**src/rtl/flash_tc_pkg.sv**
```systemverilog
package flash_tc_pkg;
  localparam int unsigned NOPS = 13;          // divisions per request
  localparam int unsigned MIN_RC_PS = 30000;  // shortest supported read cycle

  // operand slots, in the order the divider walks them
  localparam int unsigned OP_WPULSE = 0;
  localparam int unsigned OP_WSETUP = 1;
  localparam int unsigned OP_WHOLD  = 2;
  localparam int unsigned OP_WCYC   = 3;
  localparam int unsigned OP_RHOLD  = 4;
  localparam int unsigned OP_HIZ    = 5;
  localparam int unsigned OP_RPULSE = 6;
  localparam int unsigned OP_RCYC   = 7;
  localparam int unsigned OP_D0     = 8;  // five delays follow

  typedef enum logic [1:0] {
    ST_OK    = 2'd0,
    ST_UNSUP = 2'd1,
    ST_OVF   = 2'd2
  } status_e;

  typedef enum logic [1:0] {
    S_IDLE = 2'd0,
    S_RUN  = 2'd1,
    S_HOLD = 2'd2
  } fsm_e;
endpackage

```
**src/rtl/flash_tc_opsel.sv**
```systemverilog
// Reduces the raw figures to the thirteen dividends (worst-case maxima).
module flash_tc_opsel
  import flash_tc_pkg::*;
#(
  parameter int TW = 32
) (
  input  logic [TW-1:0] t_we_low,
  input  logic [TW-1:0] t_cle_setup,
  input  logic [TW-1:0] t_ce_setup,
  input  logic [TW-1:0] t_ale_setup,
  input  logic [TW-1:0] t_data_setup,
  input  logic [TW-1:0] t_cle_hold,
  input  logic [TW-1:0] t_ce_hold,
  input  logic [TW-1:0] t_ale_hold,
  input  logic [TW-1:0] t_data_hold,
  input  logic [TW-1:0] t_we_high,
  input  logic [TW-1:0] t_wr_cycle,
  input  logic [TW-1:0] t_re_high,
  input  logic [TW-1:0] t_out_hold,
  input  logic [TW-1:0] t_out_hiz,
  input  logic [TW-1:0] t_re_low,
  input  logic [TW-1:0] t_rd_cycle,
  input  logic [TW-1:0] t_cle_to_re,
  input  logic [TW-1:0] t_adr_to_load,
  input  logic [TW-1:0] t_ale_to_re,
  input  logic [TW-1:0] t_rdy_to_re,
  input  logic [TW-1:0] t_we_to_busy,
  output logic [NOPS-1:0][TW-1:0] ops
);
  function automatic logic [TW-1:0] mx(input logic [TW-1:0] a, input logic [TW-1:0] b);
    return (a > b) ? a : b;
  endfunction

  always_comb begin
    ops = '0;
    ops[OP_WPULSE] = t_we_low;
    ops[OP_WSETUP] = mx(mx(t_cle_setup, t_ce_setup), mx(t_ale_setup, t_data_setup));
    ops[OP_WHOLD]  = mx(mx(mx(t_cle_hold, t_ce_hold), mx(t_ale_hold, t_data_hold)), t_we_high);
    ops[OP_WCYC]   = t_wr_cycle;
    ops[OP_RHOLD]  = mx(t_re_high, t_out_hold);
    ops[OP_HIZ]    = t_out_hiz;
    ops[OP_RPULSE] = t_re_low;
    ops[OP_RCYC]   = t_rd_cycle;
    ops[OP_D0]     = t_cle_to_re;
    ops[OP_D0+1]   = t_adr_to_load;
    ops[OP_D0+2]   = t_ale_to_re;
    ops[OP_D0+3]   = t_rdy_to_re;
    ops[OP_D0+4]   = t_we_to_busy;
  end
endmodule

```
**src/rtl/flash_tc_ceildiv.sv**
```systemverilog
// Serial restoring divider returning ceil(num/den); one quotient bit per cycle.
module flash_tc_ceildiv #(
  parameter int W = 32
) (
  input  logic         clk,
  input  logic         rst_n,
  input  logic         start,
  input  logic [W-1:0] num,
  input  logic [W-1:0] den,
  output logic         busy,
  output logic         done,
  output logic [W-1:0] quot
);
  localparam int CNTW = $clog2(W + 1);

  logic [W-1:0]    q_q, r_q, d_q;
  logic [CNTW-1:0] cnt_q;
  logic            busy_q;
  logic [W:0]      r_sh;
  logic            take;

  assign r_sh = {r_q, q_q[W-1]};
  assign take = (r_sh >= {1'b0, d_q});

  always_ff @(posedge clk or negedge rst_n) begin
    if (!rst_n) begin
      q_q    <= '0;
      r_q    <= '0;
      d_q    <= '0;
      cnt_q  <= '0;
      busy_q <= 1'b0;
    end else if (start) begin
      q_q    <= num;
      r_q    <= '0;
      d_q    <= den;
      cnt_q  <= CNTW'(W);
      busy_q <= 1'b1;
    end else if (busy_q) begin
      if (cnt_q != '0) begin
        r_q   <= take ? W'(r_sh - {1'b0, d_q}) : r_sh[W-1:0];
        q_q   <= {q_q[W-2:0], take};
        cnt_q <= cnt_q - 1'b1;
      end else begin
        busy_q <= 1'b0;
      end
    end
  end

  assign busy = busy_q;
  assign done = busy_q && (cnt_q == '0);
  assign quot = q_q + W'(r_q != '0);
endmodule

```
**src/rtl/flash_tc_fields.sv**
```systemverilog
// Combines the converted counts into fields, clamps float, flags overflow.
module flash_tc_fields
  import flash_tc_pkg::*;
#(
  parameter int TW        = 32,
  parameter int CW        = 8,
  parameter int FLOAT_MIN = 0,
  parameter int FLOAT_MAX = 15,
  parameter int FW        = 4
) (
  input  logic [NOPS-1:0][TW-1:0] cyc,
  output logic [CW-1:0] wr_setup,
  output logic [CW-1:0] wr_pulse,
  output logic [CW-1:0] wr_hold,
  output logic [CW-1:0] wr_cycle,
  output logic [CW-1:0] rd_pulse,
  output logic [CW-1:0] rd_hold,
  output logic [CW-1:0] rd_cycle,
  output logic [FW-1:0] float_cnt,
  output logic [4:0][CW-1:0] dly,
  output logic          ovf
);
  localparam int XW = TW + 2;
  localparam logic [XW-1:0] FMAX = XW'((64'd1 << CW) - 64'd1);
  localparam int NCHK = 12;

  logic [XW-1:0] c [NOPS];
  logic [XW-1:0] wsu, wsum, wcy, rsum, rcy, flt;
  logic [XW-1:0] chk [NCHK];

  for (genvar i = 0; i < NOPS; i++) begin : g_ext
    assign c[i] = XW'(cyc[i]);
  end

  always_comb begin
    wsu  = (c[OP_WSETUP] > c[OP_WPULSE]) ? c[OP_WSETUP] - c[OP_WPULSE] : '0;
    wsum = wsu + c[OP_WPULSE] + c[OP_WHOLD];
    wcy  = (c[OP_WCYC] > wsum) ? c[OP_WCYC] : wsum;
    rsum = c[OP_RPULSE] + c[OP_RHOLD];
    rcy  = (c[OP_RCYC] > rsum) ? c[OP_RCYC] : rsum;
    // float = hi-z minus read hold, clamped (signed-safe via comparison)
    if (c[OP_HIZ] <= c[OP_RHOLD] + XW'(FLOAT_MIN))
      flt = XW'(FLOAT_MIN);
    else if (c[OP_HIZ] - c[OP_RHOLD] > XW'(FLOAT_MAX))
      flt = XW'(FLOAT_MAX);
    else
      flt = c[OP_HIZ] - c[OP_RHOLD];
  end

  always_comb begin
    chk[0] = wsu;          chk[1] = c[OP_WPULSE]; chk[2] = c[OP_WHOLD];
    chk[3] = wcy;          chk[4] = c[OP_RPULSE]; chk[5] = c[OP_RHOLD];
    chk[6] = rcy;
    for (int i = 0; i < 5; i++) chk[7+i] = c[OP_D0+i];
    ovf = 1'b0;
    for (int i = 0; i < NCHK; i++) ovf = ovf | (chk[i] > FMAX);
  end

  assign wr_setup  = wsu[CW-1:0];
  assign wr_pulse  = c[OP_WPULSE][CW-1:0];
  assign wr_hold   = c[OP_WHOLD][CW-1:0];
  assign wr_cycle  = wcy[CW-1:0];
  assign rd_pulse  = c[OP_RPULSE][CW-1:0];
  assign rd_hold   = c[OP_RHOLD][CW-1:0];
  assign rd_cycle  = rcy[CW-1:0];
  assign float_cnt = flt[FW-1:0];
  for (genvar i = 0; i < 5; i++) begin : g_dly
    assign dly[i] = c[OP_D0+i][CW-1:0];
  end
endmodule

```
**src/rtl/flash_timing_calc.sv**
```systemverilog
module flash_timing_calc
  import flash_tc_pkg::*;
#(
  parameter int TW        = 32,
  parameter int CW        = 8,
  parameter int FLOAT_MIN = 0,
  parameter int FLOAT_MAX = 15
) (
  input  logic          clk,
  input  logic          rst_n,
  input  logic          in_valid,
  output logic          in_ready,
  input  logic          sdr_mode,
  input  logic [TW-1:0] clk_period_ps,
  input  logic [TW-1:0] t_we_low,
  input  logic [TW-1:0] t_cle_setup,
  input  logic [TW-1:0] t_ce_setup,
  input  logic [TW-1:0] t_ale_setup,
  input  logic [TW-1:0] t_data_setup,
  input  logic [TW-1:0] t_cle_hold,
  input  logic [TW-1:0] t_ce_hold,
  input  logic [TW-1:0] t_ale_hold,
  input  logic [TW-1:0] t_data_hold,
  input  logic [TW-1:0] t_we_high,
  input  logic [TW-1:0] t_wr_cycle,
  input  logic [TW-1:0] t_re_high,
  input  logic [TW-1:0] t_out_hold,
  input  logic [TW-1:0] t_out_hiz,
  input  logic [TW-1:0] t_re_low,
  input  logic [TW-1:0] t_rd_cycle,
  input  logic [TW-1:0] t_cle_to_re,
  input  logic [TW-1:0] t_adr_to_load,
  input  logic [TW-1:0] t_ale_to_re,
  input  logic [TW-1:0] t_rdy_to_re,
  input  logic [TW-1:0] t_we_to_busy,
  output logic          out_valid,
  input  logic          out_ready,
  output logic [1:0]    out_status,
  output logic [CW-1:0] wr_setup,
  output logic [CW-1:0] wr_pulse,
  output logic [CW-1:0] wr_hold,
  output logic [CW-1:0] wr_cycle,
  output logic [CW-1:0] wr_cs_pulse,
  output logic [CW-1:0] rd_pulse,
  output logic [CW-1:0] rd_hold,
  output logic [CW-1:0] rd_cycle,
  output logic [CW-1:0] rd_cs_pulse,
  output logic [$clog2(FLOAT_MAX+1)-1:0] float_cnt,
  output logic [CW-1:0] dly_cle_re,
  output logic [CW-1:0] dly_adr_load,
  output logic [CW-1:0] dly_ale_re,
  output logic [CW-1:0] dly_rdy_re,
  output logic [CW-1:0] dly_we_busy
);
  localparam int FW = $clog2(FLOAT_MAX + 1);
  localparam int KW = $clog2(NOPS);

  fsm_e                    state_q;
  logic [KW-1:0]           k_q;
  logic                    issue_q, unsup_q;
  logic [NOPS-1:0][TW-1:0] ops_in, ops_q, cyc_q;
  logic [TW-1:0]           per_q;
  logic                    accept, bad_mode;
  logic                    div_start, div_busy, div_done;
  logic [TW-1:0]           div_quot;
  logic                    f_ovf, cfg_ok;
  logic [CW-1:0]           f_wsu, f_wpl, f_who, f_wcy, f_rpl, f_rho, f_rcy;
  logic [FW-1:0]           f_flt;
  logic [4:0][CW-1:0]      f_dly;

  flash_tc_opsel #(.TW(TW)) u_opsel (
    .t_we_low(t_we_low), .t_cle_setup(t_cle_setup), .t_ce_setup(t_ce_setup),
    .t_ale_setup(t_ale_setup), .t_data_setup(t_data_setup),
    .t_cle_hold(t_cle_hold), .t_ce_hold(t_ce_hold), .t_ale_hold(t_ale_hold),
    .t_data_hold(t_data_hold), .t_we_high(t_we_high), .t_wr_cycle(t_wr_cycle),
    .t_re_high(t_re_high), .t_out_hold(t_out_hold), .t_out_hiz(t_out_hiz),
    .t_re_low(t_re_low), .t_rd_cycle(t_rd_cycle), .t_cle_to_re(t_cle_to_re),
    .t_adr_to_load(t_adr_to_load), .t_ale_to_re(t_ale_to_re),
    .t_rdy_to_re(t_rdy_to_re), .t_we_to_busy(t_we_to_busy), .ops(ops_in)
  );

  assign in_ready  = (state_q == S_IDLE);
  assign out_valid = (state_q == S_HOLD);
  assign accept    = in_valid && in_ready;
  // non-SDR, too-fast read cycle or zero period cannot be served
  assign bad_mode  = !sdr_mode || (t_rd_cycle < TW'(MIN_RC_PS)) || (clk_period_ps == '0);
  assign div_start = (state_q == S_RUN) && issue_q;

  flash_tc_ceildiv #(.W(TW)) u_div (
    .clk(clk), .rst_n(rst_n), .start(div_start), .num(ops_q[k_q]), .den(per_q),
    .busy(div_busy), .done(div_done), .quot(div_quot)
  );

  always_ff @(posedge clk or negedge rst_n) begin
    if (!rst_n) begin
      state_q <= S_IDLE;
      k_q     <= '0;
      issue_q <= 1'b0;
      unsup_q <= 1'b0;
      ops_q   <= '0;
      cyc_q   <= '0;
      per_q   <= '0;
    end else begin
      case (state_q)
        S_IDLE: if (accept) begin
          ops_q   <= ops_in;
          per_q   <= clk_period_ps;
          k_q     <= '0;
          unsup_q <= bad_mode;
          issue_q <= !bad_mode;
          state_q <= bad_mode ? S_HOLD : S_RUN;
        end
        S_RUN: begin
          if (div_start) issue_q <= 1'b0;
          if (div_done && !div_start) begin
            cyc_q[k_q] <= div_quot;
            if (k_q == KW'(NOPS - 1)) begin
              state_q <= S_HOLD;
            end else begin
              k_q     <= k_q + 1'b1;
              issue_q <= 1'b1;
            end
          end
        end
        S_HOLD: if (out_ready) state_q <= S_IDLE;
        default: state_q <= S_IDLE;
      endcase
    end
  end

  flash_tc_fields #(
    .TW(TW), .CW(CW), .FLOAT_MIN(FLOAT_MIN), .FLOAT_MAX(FLOAT_MAX), .FW(FW)
  ) u_fields (
    .cyc(cyc_q), .wr_setup(f_wsu), .wr_pulse(f_wpl), .wr_hold(f_who),
    .wr_cycle(f_wcy), .rd_pulse(f_rpl), .rd_hold(f_rho), .rd_cycle(f_rcy),
    .float_cnt(f_flt), .dly(f_dly), .ovf(f_ovf)
  );

  // a refused request carries no configuration
  assign cfg_ok     = out_valid && !unsup_q && !f_ovf && !div_busy;
  assign out_status = !out_valid ? ST_OK : unsup_q ? ST_UNSUP : f_ovf ? ST_OVF : ST_OK;

  assign wr_setup     = cfg_ok ? f_wsu : '0;
  assign wr_pulse     = cfg_ok ? f_wpl : '0;
  assign wr_hold      = cfg_ok ? f_who : '0;
  assign wr_cycle     = cfg_ok ? f_wcy : '0;
  assign wr_cs_pulse  = cfg_ok ? f_wcy : '0;
  assign rd_pulse     = cfg_ok ? f_rpl : '0;
  assign rd_hold      = cfg_ok ? f_rho : '0;
  assign rd_cycle     = cfg_ok ? f_rcy : '0;
  assign rd_cs_pulse  = cfg_ok ? f_rcy : '0;
  assign float_cnt    = cfg_ok ? f_flt : '0;
  assign dly_cle_re   = cfg_ok ? f_dly[0] : '0;
  assign dly_adr_load = cfg_ok ? f_dly[1] : '0;
  assign dly_ale_re   = cfg_ok ? f_dly[2] : '0;
  assign dly_rdy_re   = cfg_ok ? f_dly[3] : '0;
  assign dly_we_busy  = cfg_ok ? f_dly[4] : '0;
endmodule

```
**config.mk**
```make
export PLATFORM = sky130hd
export DESIGN_NAME = flash_timing_calc
export DESIGN_NICKNAME = d
export VERILOG_FILES = /design/src/rtl/flash_tc_pkg.sv /design/src/rtl/flash_tc_opsel.sv /design/src/rtl/flash_tc_ceildiv.sv /design/src/rtl/flash_tc_fields.sv /design/src/rtl/flash_timing_calc.sv
export SDC_FILE = /design/constraint.sdc
export NUM_CORES = 2
export LEC_CHECK = 0
export BUFFER_PORTS_ARGS = -buffer_cell sky130_fd_sc_hd__buf_2
export CAP_MARGIN = 20
export CORE_MARGIN = 2
export CORE_UTILIZATION = 40
export CTS_CLUSTER_DIAMETER = 120
export DETAILED_ROUTE_END_ITERATION = 10
export GPL_ROUTABILITY_DRIVEN = 0
export GPL_TIMING_DRIVEN = 0
export HOLD_SLACK_MARGIN = 0.06
export PLACE_DENSITY = 0.7
export SLEW_MARGIN = 20
export SYNTH_ARGS = -nofsm -noshare
export SYNTH_HDL_FRONTEND = slang
export SYNTH_SLANG_ARGS = --single-unit
```
**constraint.sdc**
```tcl
create_clock -name clk -period 12.66 [get_ports clk]
set_input_delay 1.266 -clock clk [delete_from_list [all_inputs] [get_ports clk]]
set_output_delay 1.266 -clock clk [all_outputs]
set_load 0.005 [all_outputs]
```
# Word level (Yosys, flattened, before mapping)
# Cells that the tools add are included.
[classes] addsub=9 reduce_logical=30 n_mux=62 n_bitwise=11 order_cmp=29 eq_ne=8
[ops] operator="$mux W32" count=17
[ops] operator="$bwmux W416" count=1
[ops] operator="$gt A32 B32 Y1" count=9
[ops] operator="$gt A32 B8 Y1 const B" count=9
[ops] operator="$bmux W32 S4" count=1
[ops] operator="$demux W32 S4" count=1
[ops] operator="$gt A34 B8 Y1 const B" count=3
[ops] operator="$mux W34" count=3
[ops] operator="$mux W8" count=12
[ops] operator="$add A34 B32 Y34" count=2
[ops] operator="$gt A32 B34 Y1" count=2
[ops] operator="$sub A32 B32 Y33" count=2
[ops] operator="$gt A34 B4 Y1 const B" count=1
[ops] operator="$add A32 B32 Y33" count=1
[ops] operator="$ge A33 B32 Y1" count=1
[ops] operator="$add A32 B1 Y32" count=1
[ops] operator="$le A32 B32 Y1" count=1
[ops] operator="$logic_not A32 Y1" count=1
[ops] operator="$lt A32 B15 Y1 const B" count=1
[ops] operator="$reduce_bool A32 Y1" count=1
[ops] operator="$sub A32 B32 Y32" count=1
[ops] operator="$mux W4" count=6
[ops] operator="$mux W6" count=3
[ops] operator="$mux W2" count=8
[ops] operator="23 further kinds" count=61
[totals] in_bits=709 reg_bits=975 wordCells=185 out_inout_bits=120

# Logic depth before layout (Yosys ltp)
[logic_depth] word_depth=20 mapped_depth=42 mapped_depth_nobuf=38

# By module
# From an unflattened synthesis, not the netlist that was laid out.
[hier_totals] cells_unflattened=7181 hier_area_um2=66849.1
[by_module_without_submodules] mod="flash_timing_calc" area_each_um2=36668.9 cells_per_inst=3247 seq_area_each_um2=21820.9 n_inst=1
[by_module_without_submodules] mod="flash_tc_opsel" area_each_um2=11725.0 cells_per_inst=1495 seq_area_each_um2=0.0 n_inst=1
[by_module_without_submodules] mod="flash_tc_fields" area_each_um2=11407.2 cells_per_inst=1603 seq_area_each_um2=0.0 n_inst=1
[by_module_without_submodules] mod="flash_tc_ceildiv" area_each_um2=7048.0 cells_per_inst=836 seq_area_each_um2=2577.5 n_inst=1

# Least setup slack after synthesis
# Ideal clock, no wire load.
[synth_timing] kind="register to output" from="register cyc_q[9] in the netlist's numbering" to="output rd_cycle[0]" path_slack_ns=3.157 t_arrival_ns=8.237 required_time_ns=11.394 n_path_buf=6 path_stages_with_launch=40 path_cell_list="dfrtp_1 > inv_1 > ha_1 > clkbuf_1 > nand2_1 > or3_1 > a211oi_1 > nor2_1 > o211ai_1 > nand3_1 > and2_1 > clkbuf_1 > clkbuf_1 > nor2_1 > fa_1 > ha_1 > fa_1 > a211oi_1 > [4 not listed] > a21o_1 > a311oi_1 > xor2_1 > ha_1 > and4_1 > nand3_1 > nor2_1 > nand2_1 > o21ai_0 > nor2_1 > or3b_1 > or2_1 > clkbuf_1 > o32a_1 > nor4b_4 > clkbuf_1 > nor2b_1 > buf_4"
[synth_via] elab_chain_cells=20 elab_cells_between_ends=25 classes_between="add/sub: 3; order compare: 5; mux: 3; bitwise: 11; reduce/logical: 3"
[synth_lines] element="start: declaration" line_no="flash_timing_calc.sv:61" text="logic [NOPS-1:0][TW-1:0] ops_in, ops_q, cyc_q;"
[synth_lines] element="start signal: indexed assignment" line_no="flash_timing_calc.sv:116" text="cyc_q[k_q] <= div_quot;"
[synth_lines] element="$sub A32 B32 Y33 / $gt A32 B32 Y1 (equally long branches)" line_no="flash_tc_fields.sv:36" text="wsu = (c[OP_WSETUP] > c[OP_WPULSE]) ? c[OP_WSETUP] - c[OP_WPULSE] : '0;"
[synth_lines] element="$mux W34" line_no="flash_tc_fields.sv:36"
[synth_lines] element="$add A34 B32 Y34 (2 in a row)" line_no="flash_tc_fields.sv:37" text="wsum = wsu + c[OP_WPULSE] + c[OP_WHOLD];"
[synth_lines] element="$gt A32 B34 Y1" line_no="flash_tc_fields.sv:38" text="wcy = (c[OP_WCYC] > wsum) ? c[OP_WCYC] : wsum;"
[synth_lines] element="$mux W34" line_no="flash_tc_fields.sv:38"
[synth_lines] element="$gt A34 B8 Y1" line_no="flash_tc_fields.sv:56" text="for (int i = 0; i < NCHK; i++) ovf = ovf | (chk[i] > FMAX);"
[synth_lines] element="$or A1 B1 Y1 * (9 in a row)" line_no="flash_tc_fields.sv:56"
[synth_lines] element="$logic_not A1 Y1 *" line_no="flash_timing_calc.sv:140" text="assign cfg_ok = out_valid && !unsup_q && !f_ovf && !div_busy;"
[synth_lines] element="$logic_and A1 B1 Y1 * (2 in a row)" line_no="flash_timing_calc.sv:140"
[synth_lines] element="$mux W8 *"
[synth_lines] element="end: declaration" line_no="flash_timing_calc.sv:46" text="output logic [CW-1:0] rd_cycle,"
# Every way passes the cells marked *; elsewhere a longest branch is shown, timed or not.

# Worst setup path after layout
[layout_timing] from="register cyc_q[8] in the netlist's numbering" to="output rd_cycle[0]"
[layout_via] elab_chain_cells=20 elab_cells_between_ends=25 classes_between="add/sub: 3; order compare: 5; mux: 3; bitwise: 11; reduce/logical: 3"
[layout_lines] element="$sub A32 B32 Y33 / $gt A32 B32 Y1 (equally long branches)" line_no="flash_tc_fields.sv:36"
[layout_lines] element="$mux W34" line_no="flash_tc_fields.sv:36"
[layout_lines] element="$add A34 B32 Y34 (2 in a row)" line_no="flash_tc_fields.sv:37"
[layout_lines] element="$gt A32 B34 Y1" line_no="flash_tc_fields.sv:38"
[layout_lines] element="$mux W34" line_no="flash_tc_fields.sv:38"
[layout_lines] element="$gt A34 B8 Y1" line_no="flash_tc_fields.sv:56"
[layout_lines] element="$or A1 B1 Y1 * (9 in a row)" line_no="flash_tc_fields.sv:56"
[layout_lines] element="$logic_not A1 Y1 *" line_no="flash_timing_calc.sv:140"
[layout_lines] element="$logic_and A1 B1 Y1 * (2 in a row)" line_no="flash_timing_calc.sv:140"
[layout_lines] element="$mux W8 *" line_no="flash_timing_calc.sv:150" text="assign rd_cycle = cfg_ok ? f_rcy : '0;"
# Marked as above.

==> results_tabular.tex <==
\begin{tabular}{lr}
\hline
Metric & Value \\
\hline
\multicolumn{2}{l}{\textbf{Drt}} \\
\quad Routed length per instance & 25.0 µm \\
\quad Violation count after the first detailed-route iteration & 5,548 \\
\quad Per-cell via count in the routed design & 5.70 \\
\quad Post-route DRC & 0 \\
\quad Number of antenna-violating nets in the routed design & 0 \\
\quad Wire length on met3 & 20,600 µm \\
\quad Total number of vias & 58,169 \\
\quad Highest signal layer in the routed design & met5 \\
\quad Final wirelength & 255,000 µm \\
\quad Routed wl met2 & 116,000 µm \\
\quad Number of detailed-route iterations in the first pass & 8 \\
\quad Metal1 wirelength & 91,500 µm \\
\multicolumn{2}{l}{\textbf{Worst setup path}} \\
\quad Logic depth of the worst register-to-register path & 11 \\
\quad R2R Path Start & k\_q[0] \\
\quad Max FO, Critical Path & 10 \\
\quad Data arrival at the endpoint of the critical path & 10,860 ps \\
\quad Req. time, crit path & 11,390 ps \\
\quad Minimum setup slack among reg-to-reg paths & 7680 ps \\
\quad Worst path max stage delay & 690 ps \\
\quad Highest-delay cell along the critical path & sky130\_fd\_sc\_hd\_\_a2111oi\_1 \\
\quad Crit Reg-Reg Endpoint & cyc\_q[394] \\
\quad Worst Setup Start Kind & flop \\
\quad Crit Path Category & flop to output port \\
\quad Critical Path Sink Type & output port \\
\multicolumn{2}{l}{\textbf{Logic synthesis}} \\
\quad Yosys synthesis warning count & 0 \\
\quad Top-area cell type share of the netlist area & 0.395 \\
\quad Multiplexer fraction of the synthesized cell area & 0.0835 \\
\quad Post-synthesis cell type with the largest combined area & sky130\_fd\_sc\_hd\_\_dfrtp\_1 \\
\quad Library cell with the highest instance count after synthesis & sky130\_fd\_sc\_hd\_\_nand2\_1 \\
\quad Top cells by instance count after synthesis & sky130\_fd\_sc\_hd\_\_nand2\_1, sky130\_fd\_sc\_hd\_\_dfrtp\_1, sky130\_fd\_sc\_hd\_\_o21ai\_0 \\
\quad Number of flops mapped to enable cells by yosys & 0 \\
\quad Number of storage elements in the synthesis netlist & 975 \\
\quad Post-Synthesis Cell Area & 61,800 µm² \\
\quad Dominant cells by area after synthesis & sky130\_fd\_sc\_hd\_\_dfrtp\_1, sky130\_fd\_sc\_hd\_\_nand2\_1, sky130\_fd\_sc\_hd\_\_ha\_1, sky130\_fd\_sc\_hd\_\_o21ai\_0, sky130\_fd\_sc\_hd\_\_mux2i\_1 \\
\quad Combinational family with the most area after synthesis & simple AND/OR/NAND/NOR gates \\
\quad Synthesized netlist cell count & 7,034 \\
\quad Fraction of registers with async set or reset after synthesis & 1.00 \\
\quad Xor and xnor fraction of the mapped netlist area & 0.0215 \\
\quad Mapped Nets & 8,267 \\
\quad Area fraction in and, or, nand and nor cells after synthesis & 0.195 \\
\quad Distinct cell type count of the synthesized netlist & 88 \\
\quad Register area share after synthesis & 0.395 \\
\quad Main flop type after synthesis & sky130\_fd\_sc\_hd\_\_dfrtp\_1 \\
\quad Compound-gate portion of the synthesized area & 0.143 \\
\quad Mapped Avg Cell Area & 8.79 µm² \\
\quad Share of synthesized cell area in full adder, half adder and majority cells & 0.111 \\
\multicolumn{2}{l}{\textbf{STA}} \\
\quad Min Clock Period, post-route & 12,130 ps \\
\quad Total Negative Setup Slacks & 0 ps \\
\quad Final hold viol count & 0 \\
\quad Worst Hold Slack & 389 ps \\
\quad Setup-failing EPs final & 0 \\
\quad Max Transition Viols Final & 0 \\
\quad Worst max-slew margin expressed relative to the limit & 0.180 \\
\quad Least-Margin Pin Slew & 1230 ps \\
\quad Setup repair after global routing missed its margin & no \\
\quad Min setup slack post-route & 531 ps \\
\quad Worst Clk Skew & 104 ps \\
\quad Maximum clock rate & 0.0825 GHz \\
\quad Final period util & 0.958 \\
\multicolumn{2}{l}{\textbf{Clock network}} \\
\quad Clk slew on worst S/H paths & 60 ps \\
\quad Sinks on the clock net & 975 \\
\quad Max H-tree Level & 3 \\
\quad Number of hold buffers added after cts & 0 \\
\quad Clk\_lat worst skew & 790 ps \\
\quad Clock buffers created by TritonCTS & 108 \\
\quad Number of buffers between clock root and the deepest sink & 3 \\
\quad Clock tree from TritonCTS & built \\
\quad Root buffer selected by CTS & sky130\_fd\_sc\_hd\_\_clkbuf\_16 \\
\multicolumn{2}{l}{\textbf{Floorplan}} \\
\quad Die area & 158,000 µm² \\
\quad Initial Util & 0.402 \\
\quad Die width & 397 µm \\
\quad Y dimension of the die & 397 µm \\
\quad Count of standard-cell rows & 144 \\
\quad Placeable core region & 154,000 µm² \\
\quad \# IOs & 829 \\
\multicolumn{2}{l}{\textbf{Final layout}} \\
\quad Area used by sequential logic in the layout & 24,400 µm² \\
\quad Post-layout nets & 9,219 \\
\quad Fraction of final layout cells sized beyond drive strength 1 & 0.154 \\
\quad Filler Cell Count & 14,775 \\
\quad Multi-input combinational cell area & 34,300 µm² \\
\quad Final design area excluding fillers & 72,900 µm² \\
\quad Post-layout util & 0.474 \\
\quad Non-filler cells in the finished layout & 10,203 \\
\quad Layout Area Growth over Synthesis & 17.9\% \\
\multicolumn{2}{l}{\textbf{Pwr}} \\
\quad Power density cells & 216 nW/µm² \\
\quad Net Sw Frac & 0.450 \\
\quad Net switching power & 7.08 mW \\
\quad Post-layout power & 15.7 mW \\
\quad Maximum vdd ir drop & 0.175 mV \\
\quad Combinational fraction of design power & 0.479 \\
\quad Cell Int Power & 8.66 mW \\
\quad Reported leakage power & 37.1 nW \\
\quad Power share of the sequential group & 0.309 \\
\quad Clock share of power & 0.212 \\
\multicolumn{2}{l}{\textbf{Global routing}} \\
\quad First-pass GRT wire length & 372,000 µm \\
\quad Sum of overflow across all layers after global routing & 0 \\
\quad Number of antenna violations at the first check in global routing & 97 \\
\quad Number of global-route vias before repair & 57,517 \\
\quad Total GRT Usage & 0.318 \\
\quad Maximum number of pins on one net before global-route repair & 148 \\
\multicolumn{2}{l}{\textbf{Hold path}} \\
\quad Path type of the worst min-delay path & input port to async pin \\
\multicolumn{2}{l}{\textbf{Outcome}} \\
\quad Status & completed \\
\multicolumn{2}{l}{\textbf{Placed design}} \\
\quad Post-Place Cells & 9,914 \\
\quad Instance area at placement & 68,800 µm² \\
\quad Port Buffer Count & 828 \\
\quad Half-perimeter wire length after detailed placement & 206,000 µm \\
\quad Setup Slack @ Placement & -451 ps \\
\multicolumn{2}{l}{\textbf{Flow run}} \\
\quad Number of max-capacitance violations reported & 0 \\
\hline
\end{tabular}
[critical path: cells and delay by family, from the launching register on]
family	cells	cell delay (ps)
adders and majority gates	4	1540
and+or+nand+nor	17	3990
AOI/OAI and AO/OA	8	2260
buffers and inverters	9	1580
DFF	1	490
xor gates and xnor gates	1	190
[registers in the layout, indices dropped and copies added (netlist names)]
signal,cells
cyc_q,416
issue_q,1
k_q,4
ops_q,416
per_q,32
state_q,2
u_div.busy,1
u_div.cnt_q,6
u_div.d_q,32
u_div.q_q,32
u_div.r_q,32
unsup_q,1
[logic make-up after synthesis]
family / count (synthesis)
XOR/XNOR: 152
multiplexers: 392
AO/OA/AOI/OAI: 1432
AND/OR/NAND/NOR: 2723
adder cells (fa/ha/maj): 524
flip-flops: 975
buffers and inverters: 836
[power groups by stage]
stage,logic (mW),registers (mW),clock network [mW]
finish,7.53,4.87,3.34
global route,8.18,4.92,3.50
CTS,7.33,4.82,3.35
detailed placement,7.27,4.86,0
global placement,7.09,4.84,0
floorplan,4.91,4.47,0
[per-layer routing]
layer  up-vias  GRT usage
met1     28231      0.366
met5         -          0
met2      2843      0.506
met4        20      0.277
li1      26284          -
met3       791     0.0648
[final cells by class]
| type | count | area share |
|---|---|---|
| Antenna cell | 82 | 0.00282 |
| Buffer | 371 | 0.0204 |
| Clock buffer | 153 | 0.0426 |
| Clock inverter | 48 | 0.00893 |
| Inverter | 463 | 0.0238 |
| Multi-Input combinational cell | 5223 | 0.471 |
| Sequential cell | 975 | 0.335 |
| Tap cell | 2044 | 0.0351 |
| Timing Repair Buffer | 844 | 0.0606 |
[placed cells by master (no fill, tap or decap), types with 73 or more instances in the layout]
master                         n
sky130_fd_sc_hd__dfrtp_1     974
sky130_fd_sc_hd__nand2_1    1751
sky130_fd_sc_hd__a21oi_1     248
sky130_fd_sc_hd__nor2_1      218
sky130_fd_sc_hd__nor2b_1      74
sky130_fd_sc_hd__diode_2      82
sky130_fd_sc_hd__mux4_2       96
sky130_fd_sc_hd__mux2i_1     262
sky130_fd_sc_hd__inv_1       463
sky130_fd_sc_hd__o21ai_0     579
sky130_fd_sc_hd__nor4_1      107
sky130_fd_sc_hd__ha_1        486
sky130_fd_sc_hd__a21o_1      161
sky130_fd_sc_hd__and2_1      136
sky130_fd_sc_hd__buf_2       835
sky130_fd_sc_hd__nand4_1     116
sky130_fd_sc_hd__xnor2_1      89
sky130_fd_sc_hd__clkbuf_1    335
sky130_fd_sc_hd__clkbuf_16   108
sky130_fd_sc_hd__nand3_1      73
[worst max-delay path by stage]
| stage | start | end | slack [ps] |
|---|---|---|---|
| after floorplan | cyc_q[9] | rd_cycle[0] | 3160 |
| after global placement | rst_n | ops_q[345] | -10890 |
| after detailed placement | cyc_q[9] | rd_cycle[0] | -450 |
| after CTS | cyc_q[8] | rd_cycle[5] | 50 |
| after global routing | cyc_q[8] | rd_cycle[0] | 20 |
| final | cyc_q[8] | rd_cycle[0] | 530 |
[what timing repair did]
item                       4_1_cts  5_1_grt
gates resized for setup         17       20
setup buffers                    3        2
pin swaps                        1        2
setup endpoints to repair      116      116
hold endpoints to repair         0        0
Power figures use the tool's default switching activity.
